$ cat src/rtl/br_pkg.sv
package br_pkg;

  localparam int FLAG_W = 32;
  localparam int CF_BIT = 0;
  localparam int ZF_BIT = 6;
  localparam int SF_BIT = 7;
  localparam int OF_BIT = 11;

  typedef enum logic [3:0] {
    CC_EQ   = 4'd0,
    CC_NE   = 4'd1,
    CC_LE   = 4'd2,
    CC_G    = 4'd3,
    CC_L    = 4'd4,
    CC_GE   = 4'd5,
    CC_BE   = 4'd6,
    CC_A    = 4'd7,
    CC_B    = 4'd8,
    CC_AE   = 4'd9,
    CC_O    = 4'd10,
    CC_NO   = 4'd11,
    CC_C    = 4'd12,
    CC_NC   = 4'd13,
    CC_JMP  = 4'd14,
    CC_JMPR = 4'd15
  } cond_e;

  typedef struct packed {
    logic cf;
    logic zf;
    logic sf;
    logic of;
  } flags_t;

  // Base predicate for a complementary pair; pair index is code[3:1].
  function automatic logic pair_base(input logic [2:0] pair, input flags_t f);
    logic r;
    case (pair)
      3'd0:    r = f.zf;
      3'd1:    r = f.zf | (f.sf ^ f.of);
      3'd2:    r = f.sf ^ f.of;
      3'd3:    r = f.cf | f.zf;
      3'd4:    r = f.cf;
      3'd5:    r = f.of;
      3'd6:    r = f.cf;
      default: r = 1'b1;
    endcase
    return r;
  endfunction

  function automatic logic [63:0] add_len(input logic [63:0] ip, input logic [63:0] len);
    return ip + len;
  endfunction

endpackage

$ cat src/rtl/br_flag_tap.sv
module br_flag_tap
  import br_pkg::*;
(
  input  logic [FLAG_W-1:0] flag_word,
  output flags_t            flags
);
  always_comb begin
    flags.cf = flag_word[CF_BIT];
    flags.zf = flag_word[ZF_BIT];
    flags.sf = flag_word[SF_BIT];
    flags.of = flag_word[OF_BIT];
  end
endmodule

$ cat src/rtl/br_cond_eval.sv
module br_cond_eval
  import br_pkg::*;
(
  input  logic       clk,
  input  logic       rst_n,
  input  logic [3:0] cond_code,
  input  flags_t     flags,
  output logic       cond_hit,
  output logic       is_uncond,
  output logic       use_reg
);
  logic base;
  logic invert;

  always_comb begin
    is_uncond = (cond_code == CC_JMP) || (cond_code == CC_JMPR);
    use_reg   = (cond_code == CC_JMPR);
    base      = pair_base(cond_code[3:1], flags);
    invert    = cond_code[0] & ~is_uncond;
    cond_hit  = is_uncond ? 1'b1 : (base ^ invert);
  end

  // signed less must track SF != OF
  a_r4_less: assert property (@(posedge clk) disable iff (!rst_n)
    (cond_code == CC_L) |-> (cond_hit == (flags.sf != flags.of)));

  // above requires both CF and ZF clear
  a_r5_above: assert property (@(posedge clk) disable iff (!rst_n)
    (cond_code == CC_A) |-> (cond_hit == (!flags.cf && !flags.zf)));
endmodule

$ cat src/rtl/br_target_mux.sv
module br_target_mux #(
  parameter int ADDR_W = 32,
  parameter int LEN_W  = 4
) (
  input  logic              br_valid,
  input  logic              cond_hit,
  input  logic              use_reg,
  input  logic [ADDR_W-1:0] tgt_direct,
  input  logic [ADDR_W-1:0] tgt_reg,
  input  logic [LEN_W-1:0]  insn_len,
  input  logic [ADDR_W-1:0] cur_ip,
  output logic [ADDR_W-1:0] fall_ip,
  output logic [ADDR_W-1:0] pick_ip,
  output logic              pick_taken
);
  logic [63:0] sum64;

  always_comb begin
    sum64      = br_pkg::add_len(64'(cur_ip), 64'(insn_len));
    fall_ip    = sum64[ADDR_W-1:0];
    pick_taken = br_valid & cond_hit;
    if (!pick_taken)  pick_ip = fall_ip;
    else if (use_reg) pick_ip = tgt_reg;
    else              pick_ip = tgt_direct;
  end
endmodule

$ cat src/rtl/branch_resolver.sv
module branch_resolver
  import br_pkg::*;
#(
  parameter int ADDR_W = 32,
  parameter int LEN_W  = 4
) (
  input  logic              clk,
  input  logic              rst_n,
  input  logic              br_valid,
  input  logic [3:0]        cond_code,
  input  logic [31:0]       flag_word,
  input  logic [ADDR_W-1:0] tgt_direct,
  input  logic [ADDR_W-1:0] tgt_reg,
  input  logic [LEN_W-1:0]  insn_len,
  input  logic [ADDR_W-1:0] cur_ip,
  output logic [ADDR_W-1:0] next_ip,
  output logic              taken
);
  flags_t            flags;
  logic              cond_hit;
  logic              is_uncond;
  logic              use_reg;
  logic [ADDR_W-1:0] fall_ip;
  logic [ADDR_W-1:0] pick_ip;
  logic              pick_taken;

  br_flag_tap u_tap (
    .flag_word (flag_word),
    .flags     (flags)
  );

  br_cond_eval u_eval (
    .clk       (clk),
    .rst_n     (rst_n),
    .cond_code (cond_code),
    .flags     (flags),
    .cond_hit  (cond_hit),
    .is_uncond (is_uncond),
    .use_reg   (use_reg)
  );

  br_target_mux #(.ADDR_W(ADDR_W), .LEN_W(LEN_W)) u_mux (
    .br_valid   (br_valid),
    .cond_hit   (cond_hit),
    .use_reg    (use_reg),
    .tgt_direct (tgt_direct),
    .tgt_reg    (tgt_reg),
    .insn_len   (insn_len),
    .cur_ip     (cur_ip),
    .fall_ip    (fall_ip),
    .pick_ip    (pick_ip),
    .pick_taken (pick_taken)
  );

  always_ff @(posedge clk) begin
    if (!rst_n) begin
      next_ip <= '0;
      taken   <= 1'b0;
    end else begin
      next_ip <= pick_ip;
      taken   <= pick_taken;
    end
  end

  // reset clears pointer and taken
  a_r1_reset_zero: assert property (@(posedge clk)
    !rst_n |=> (next_ip == '0 && !taken));

  // no branch means fall through, not taken
  a_r2_no_branch: assert property (@(posedge clk) disable iff (!rst_n)
    !br_valid |=> (!taken && next_ip == $past(fall_ip)));

  // failed condition falls through
  a_r7_not_taken: assert property (@(posedge clk) disable iff (!rst_n)
    (br_valid && !cond_hit) |=> (!taken && next_ip == $past(fall_ip)));

  // unconditional direct jump
  a_r8_jump_direct: assert property (@(posedge clk) disable iff (!rst_n)
    (br_valid && cond_code == CC_JMP) |=> (taken && next_ip == $past(tgt_direct)));

  // unconditional register jump
  a_r9_jump_reg: assert property (@(posedge clk) disable iff (!rst_n)
    (br_valid && cond_code == CC_JMPR) |=> (taken && next_ip == $past(tgt_reg)));

  // unconditional codes always hit
  a_r8_uncond_hit: assert property (@(posedge clk) disable iff (!rst_n)
    is_uncond |-> cond_hit);
endmodule

$ cat config.mk
export PLATFORM = sky130hd
export DESIGN_NAME = branch_resolver
export DESIGN_NICKNAME = d
export VERILOG_FILES = /design/src/rtl/br_pkg.sv /design/src/rtl/br_flag_tap.sv /design/src/rtl/br_cond_eval.sv /design/src/rtl/br_target_mux.sv /design/src/rtl/branch_resolver.sv
export SDC_FILE = /design/constraint.sdc
export NUM_CORES = 1
export LEC_CHECK = 0
export CAP_MARGIN = 20
export CORE_MARGIN = 2
export CORE_UTILIZATION = 40
export CTS_BUF_LIST = sky130_fd_sc_hd__clkbuf_4 sky130_fd_sc_hd__clkbuf_8
export DETAILED_ROUTE_END_ITERATION = 6
export PLACE_DENSITY = 0.95
export SLEW_MARGIN = 10
export SYNTH_ARGS = -nofsm -noshare
export SYNTH_HDL_FRONTEND = slang
export SYNTH_SLANG_ARGS = --single-unit
$ cat constraint.sdc
create_clock -name clk -period 4.04 [get_ports clk]
set_input_delay 1.212 -clock clk [delete_from_list [all_inputs] [get_ports clk]]
set_output_delay 1.212 -clock clk [all_outputs]
set_load 0.02 [all_outputs]
### Word-level counts from Yosys, hierarchy flattened

Cells that the tools add are included.

* output and inout port bits: 33
* flip-flop bits (word level): 33
* logic and storage cells: 25
* input port bits: 139

* muxes and demuxes: 4
* bitwise operators: 7
* reduce and logical (&&, ||, !) cells: 3
* eq/ne operators: 8
* $add $sub $neg: 1

Operator list (count)
* $mux W32: 2
* $add A32 B4 Y32: 1
* $eq A3 B3 Y1 const B: 3
* $eq A4 B4 Y1 const B: 2
* $eq A3 B2 Y1 const B: 2
* $pmux W1 S6: 1
* $eq A3 B1 Y1 const B: 1
* $logic_not A3 Y1: 1
* $and A1 B1 Y1: 2
* $or A1 B1 Y1: 2
* $reduce_or A2 Y1: 1
* $xor A1 B1 Y1: 2
* $logic_or A1 B1 Y1: 1
* $mux W1: 1
* $not A1 Y1: 1

### Depth between registers and ports, before layout

Gate-level depths: netlist of run 1.

* depth after elaboration: 8
* mapped depth: 10
* mapped depth without buffers: 8

### By module

From an unflattened synthesis of run 1, not the netlist that was laid out.

* cell total of the unflattened synthesis: 349
* area total of the unflattened synthesis: 2712.6 um2

Modules (own cells, without submodules)
* br_target_mux: seq. area each 0.0 um2, times used 1, area an instance 1661.6 um2, cells an instance 263
* branch_resolver: seq. area each 660.6 um2, times used 1, area an instance 923.4 um2, cells an instance 69
* br_cond_eval: seq. area each 0.0 um2, times used 1, area an instance 97.6 um2, cells an instance 13
* br_flag_tap: seq. area each 0.0 um2, times used 1, area an instance 30.0 um2, cells an instance 4

### Worst setup path after synthesis of run 1

No wires, ideal clock.

* path kind: input-to-reg
* start point: input insn_len[0]
* end point: register next_ip[26]
* setup time: 0.072 ns
* arrival time: 2.917 ns
* path slack: 1.051 ns
* data required time: 3.968 ns
* buffers on the path: 2
* cell stages on the path: 10
* cell sequence: ha_1 -> inv_1 -> fa_1 -> nand2b_1 -> a21o_1 -> buf_2 -> clkbuf_1 -> nor4_1 -> o21ai_0 -> mux2i_1

* word-level cells in the longest chain between the ends: 2

Ends and longest elaborated chain
* start, declared: RTL line branch_resolver.sv:14 `input logic [LEN_W-1:0] insn_len,`
* $add A32 B4 Y32: RTL line br_pkg.sv:52 `return ip + len;`
* $mux W32: RTL line br_target_mux.sv:22 `if (!pick_taken) pick_ip = fall_ip;`
* end signal, assigned: RTL line branch_resolver.sv:60 `next_ip <= pick_ip;`
* end, declared: RTL line branch_resolver.sv:16 `output logic [ADDR_W-1:0] next_ip,`

No other way between the ends.
A chain may end at the register's enable or synchronous reset.

### Final worst setup path of run 1

Same ends and word-level chain as after synthesis.

==> results, run 1 <==
- The overflow left after global routing is 0.
- The placed instance count is between 500 and 600.
- The final critical path takes up between 80% and 90% of the cycle.
- The final layout net count is between 500 and 600.
- 0 antenna diodes ended up in the layout.
- The number of enable-type register cells in the synthesized netlist is 0.
- The number of gates given a new drive strength after cts is 0.
- At the worst endpoint, the arrival time is about 3700 ps.
- Once the clock tree was built, the setup fixing pass inserted 0 buffers.
- The tightest min-delay check is of the input pin to flip-flop type.
- Of all nets on the critical path, the largest fanout is 17.
- The instance count along the most critical hold path is 3.
- In this run the most critical hold path is launched from rst_n.
- The wire-length estimate of the detail-placed layout is around 6500 um.
- Global routing used a little under a quarter of the available tracks.
- The layout-stage area growth over the synthesis result is 61.2%.
- TritonCTS built the clock tree.
- The leading area contributor after synthesis is sky130_fd_sc_hd__dfxtp_1.
- The first TritonRoute pass finished after 5 iterations.
- The max-slew violation count is 0.
- The post-synthesis sequential element count is 33.
- The proportion of layout cells with a drive suffix above 1 is 11.6%.
- The number of different library cells used by synthesis comes to 52.
- The TritonCTS sink count is 33.
- The hold violation total from the final report is 0.
- The pin count of the biggest net entering global routing is 49.
- After detailed routing, the number of remaining DRC violations is 0.
- The die outline height is around 84 um.
- Summed over all failing endpoints, the final setup total negative slack is 0 ps.
- The category of the critical setup timing path is input pin to flip-flop.
- The total standard cell area after synthesis is about 2500 um^2.
- The die covers between 7000 and 8000 um^2.
- The maximum clock frequency is between 0.2 and 0.3 GHz.
- For the worst setup path, the data required time is approximately 4200 ps.
- Setup repair after global routing left no endpoint under its margin.
- The count of warnings emitted by yosys is 0.
- The post-synthesis average cell area is approximately 8.5 um^2.
- After technology mapping, the gate count stands at 300.
- The site row count is 29.
- The sum of routed wire length over all layers is 8440 um.
- For this design the ratio of total power to cell area is roughly 250 nW/um^2.
- The path with the worst hold slack has its endpoint at next_ip[16]$_SDFF_PN0_.
- The kind of end point of the critical path is a flip-flop.
- The flow ran to the end, and the final reports show no timing, DRC or antenna violations.
- The first global-routing pass estimated 13500 um of wire.
- The initial core utilization is between 40% and 50%.
- The predominant post-synthesis flop cell is sky130_fd_sc_hd__dfxtp_1.
- Measured against its own limit, the worst slew margin works out to a little under half.
- The first routing iteration left 178 violations.
- The worst-case IR drop observed on VDD is 0.000131 V.
- The count of endpoints failing setup in the final report is 0.
- Timing analysis after detailed placement gives a worst setup slack of ~250 ps.
- Routability-driven placement finished with a final weighted congestion of about 0.86.
- The number of nets produced by synthesis is roughly 440.
- The tightest hold path in the finished design has a slack of around 1500 ps.
- The max-capacitance violation count is 0.
- The worst setup margin is 529 ps.
- The leakage power is between 1.5 and 2 nW.
- Counting I/O delays and the setup requirement, the final critical path takes roughly 3500 ps.
- In this run the biggest area consumer among cell types represents 26.0% of the synthesized area.
- The initial antenna violation count is 0.
- The sequential cell area fraction in the yosys report is 26.0%.
- around 170 I/O pins were placed.
- The slew at the pin with the worst max-slew slack is a little over 800 ps.
- The number of vias per cell is 5.57.
- The routed length per placed instance is between 15 and 20 um.
- For this design, the CTS-stage hold fixing added 0 buffers.
- In this run the horizontal extent of the chip is approximately 84 um.
- The number of antenna-violating nets in the routed design is 0.
- The root buffer cell chosen for the clock tree is sky130_fd_sc_hd__clkbuf_8.
- STA classifies the critical path startpoint as an input pin.
- Sorting the synthesized cells by area gives the leading types as sky130_fd_sc_hd__dfxtp_1 (26%), sky130_fd_sc_hd__mux2_2 (13%), sky130_fd_sc_hd__mux2i_1 (9.1%).
- The placeable core region is between 6000 and 7000 um^2.
- The final cell count without fillers is roughly 500.
- For this run, asynchronously set or reset flops after synthesis account for 0%.
- The H-tree generated during clock tree synthesis spans 2 levels.
- The detailed-route via count is roughly 2900.
- The maximum clock insertion buffer count is 2.
- The number of buffers inserted during clock tree synthesis is 5.
- Port buffering added between 100 and 150 buffers.
- The overall power of the completed layout is 1.02 mW.
- The clock transition at the register clock pins on the worst setup and hold paths after CTS is 70 ps.
- The via count of the first global-routing pass is 2913.
flip-flops by register name, indices dropped and copies added (netlist names):
name / cells
taken: 1
next_ip: 32
through the flow:
stage	util [%]	cell area, um^2
2_1_floorplan	-	2540
3_3_place_gp	64.3	4010
3_5_place_dp	64.3	4010
4_1_cts	65.7	4100
5_1_grt	65.7	4100
6_report	65.7	4100
worst max-delay path, stage by stage:
cell,delay (ps)
sky130_fd_sc_hd__clkdlybuf4s50_1,480
sky130_fd_sc_hd__ha_1,170
sky130_fd_sc_hd__inv_1,50
sky130_fd_sc_hd__fa_1,370
sky130_fd_sc_hd__nand2b_1,260
sky130_fd_sc_hd__a21o_1,400
sky130_fd_sc_hd__o31a_1,370
sky130_fd_sc_hd__o21ai_0,210
sky130_fd_sc_hd__mux2i_1,120
power by group:
| group | switching (mW) | internal [mW] |
|---|---|---|
| Combinational | 0.183 | 0.224 |
| Sequential | 0.00909 | 0.358 |
| Clock | 0.123 | 0.126 |
| Total | 0.315 | 0.708 |
worst max path at each step:
stage	depth (start not counted)	end	slack, ps	startpoint
2_1_floorplan	10	next_ip[26]$_SDFF_PN0_	1050	insn_len[0]
3_3_place_gp	9	next_ip[24]$_SDFF_PN0_	380	insn_len[0]
3_5_place_dp	9	next_ip[28]$_SDFF_PN0_	250	insn_len[0]
4_1_cts	9	next_ip[26]$_SDFF_PN0_	510	insn_len[0]
5_1_grt	9	next_ip[26]$_SDFF_PN0_	400	insn_len[0]
6_report	9	next_ip[26]$_SDFF_PN0_	530	insn_len[0]
per-layer routing:
metal,up-vias,part of all wire (%),wire [um],track usage [%]
met2,134,52,4370,44.7
li1,1384,-,-,-
met3,18,6.9,586,5.64
met4,0,2.5,208,7.77
met5,-,0,0,0
met1,1334,39,3270,25.7
cells in the mapped netlist, types with 2 or more instances:
cell / count
sky130_fd_sc_hd__a211oi_1: 2
sky130_fd_sc_hd__a21oi_1: 4
sky130_fd_sc_hd__a221oi_1: 8
sky130_fd_sc_hd__a31oi_1: 2
sky130_fd_sc_hd__and3_1: 4
sky130_fd_sc_hd__and4_1: 2
sky130_fd_sc_hd__buf_2: 5
sky130_fd_sc_hd__buf_4: 2
sky130_fd_sc_hd__clkbuf_1: 9
sky130_fd_sc_hd__dfxtp_1: 33
sky130_fd_sc_hd__ha_1: 4
sky130_fd_sc_hd__inv_1: 11
sky130_fd_sc_hd__mux2_2: 30
sky130_fd_sc_hd__mux2i_1: 23
sky130_fd_sc_hd__nand2_1: 38
sky130_fd_sc_hd__nand2b_1: 4
sky130_fd_sc_hd__nand3_1: 7
sky130_fd_sc_hd__nand4_1: 5
sky130_fd_sc_hd__nand4b_1: 4
sky130_fd_sc_hd__nor2_1: 14
sky130_fd_sc_hd__nor3_1: 7
sky130_fd_sc_hd__nor4_1: 11
sky130_fd_sc_hd__o211ai_1: 2
sky130_fd_sc_hd__o21a_1: 2
sky130_fd_sc_hd__o21ai_0: 18
sky130_fd_sc_hd__o31a_1: 11
sky130_fd_sc_hd__xnor2_1: 4
sky130_fd_sc_hd__xor2_1: 10
logic make-up (layout without fill, tap and decap cells):
| kind of cell | count (synthesis) | in the layout | share of synthesized area [%] |
|---|---|---|---|
| buffers and inverters | 30 | 168 | 5.31 |
| adders and majority gates | 5 | 5 | 2.76 |
| and+or+nand+nor | 104 | 104 | 21.7 |
| DFF | 33 | 33 | 26.0 |
| AOI/OAI and AO/OA | 61 | 61 | 17.1 |
| muxes | 53 | 53 | 22.3 |
| xor gates and xnor gates | 14 | 14 | 4.82 |
cell usage in the layout, fill, tap and decap left out, drive strengths merged, types with 2 or more instances in the layout:
cell	n
a221oi	8
nor4	11
nor2	14
a31oi	3
nand4b	4
or3	2
clkinv	3
nand4	5
buf	6
o31a	11
clkdlybuf4s50	142
ha	4
nand2	38
and4bb	2
inv	11
o21ai	19
dfxtp	33
clkbuf	6
xor2	10
and4	3
nand3	7
nand2b	4
a211oi	3
a21oi	4
o21a	2
mux2	30
nor3	8
mux2i	23
o211ai	2
xnor2	4
and3	4
cell type report:
cell class	count	area, um^2
Timing Repair Buffer	148	1460
Clock inverter	2	10.0
Fill cell	512	2140
Inverter	12	45.0
Clock buffer	6	76.3
Multi-Input combinational cell	237	1750
Sequential cell	33	661
Tap cell	77	96.3
Power figures use the tool's default switching activity.
==> inputs of run 2 (changes only) <==
--- a/constraint.sdc
+++ b/constraint.sdc
@@ -3,2 +3,2 @@
 set_output_delay 1.212 -clock clk [all_outputs]
-set_load 0.02 [all_outputs]
+set_load 0.1 [all_outputs]
==> results of run 2 <==
Same layout as run 1 (identical final DEF). Status: complete, no violations.
Among the figures that moved: total power 1.02 mW -> 1.22 mW; worst IR drop on VDD 0.000131 V -> 0.000190 V
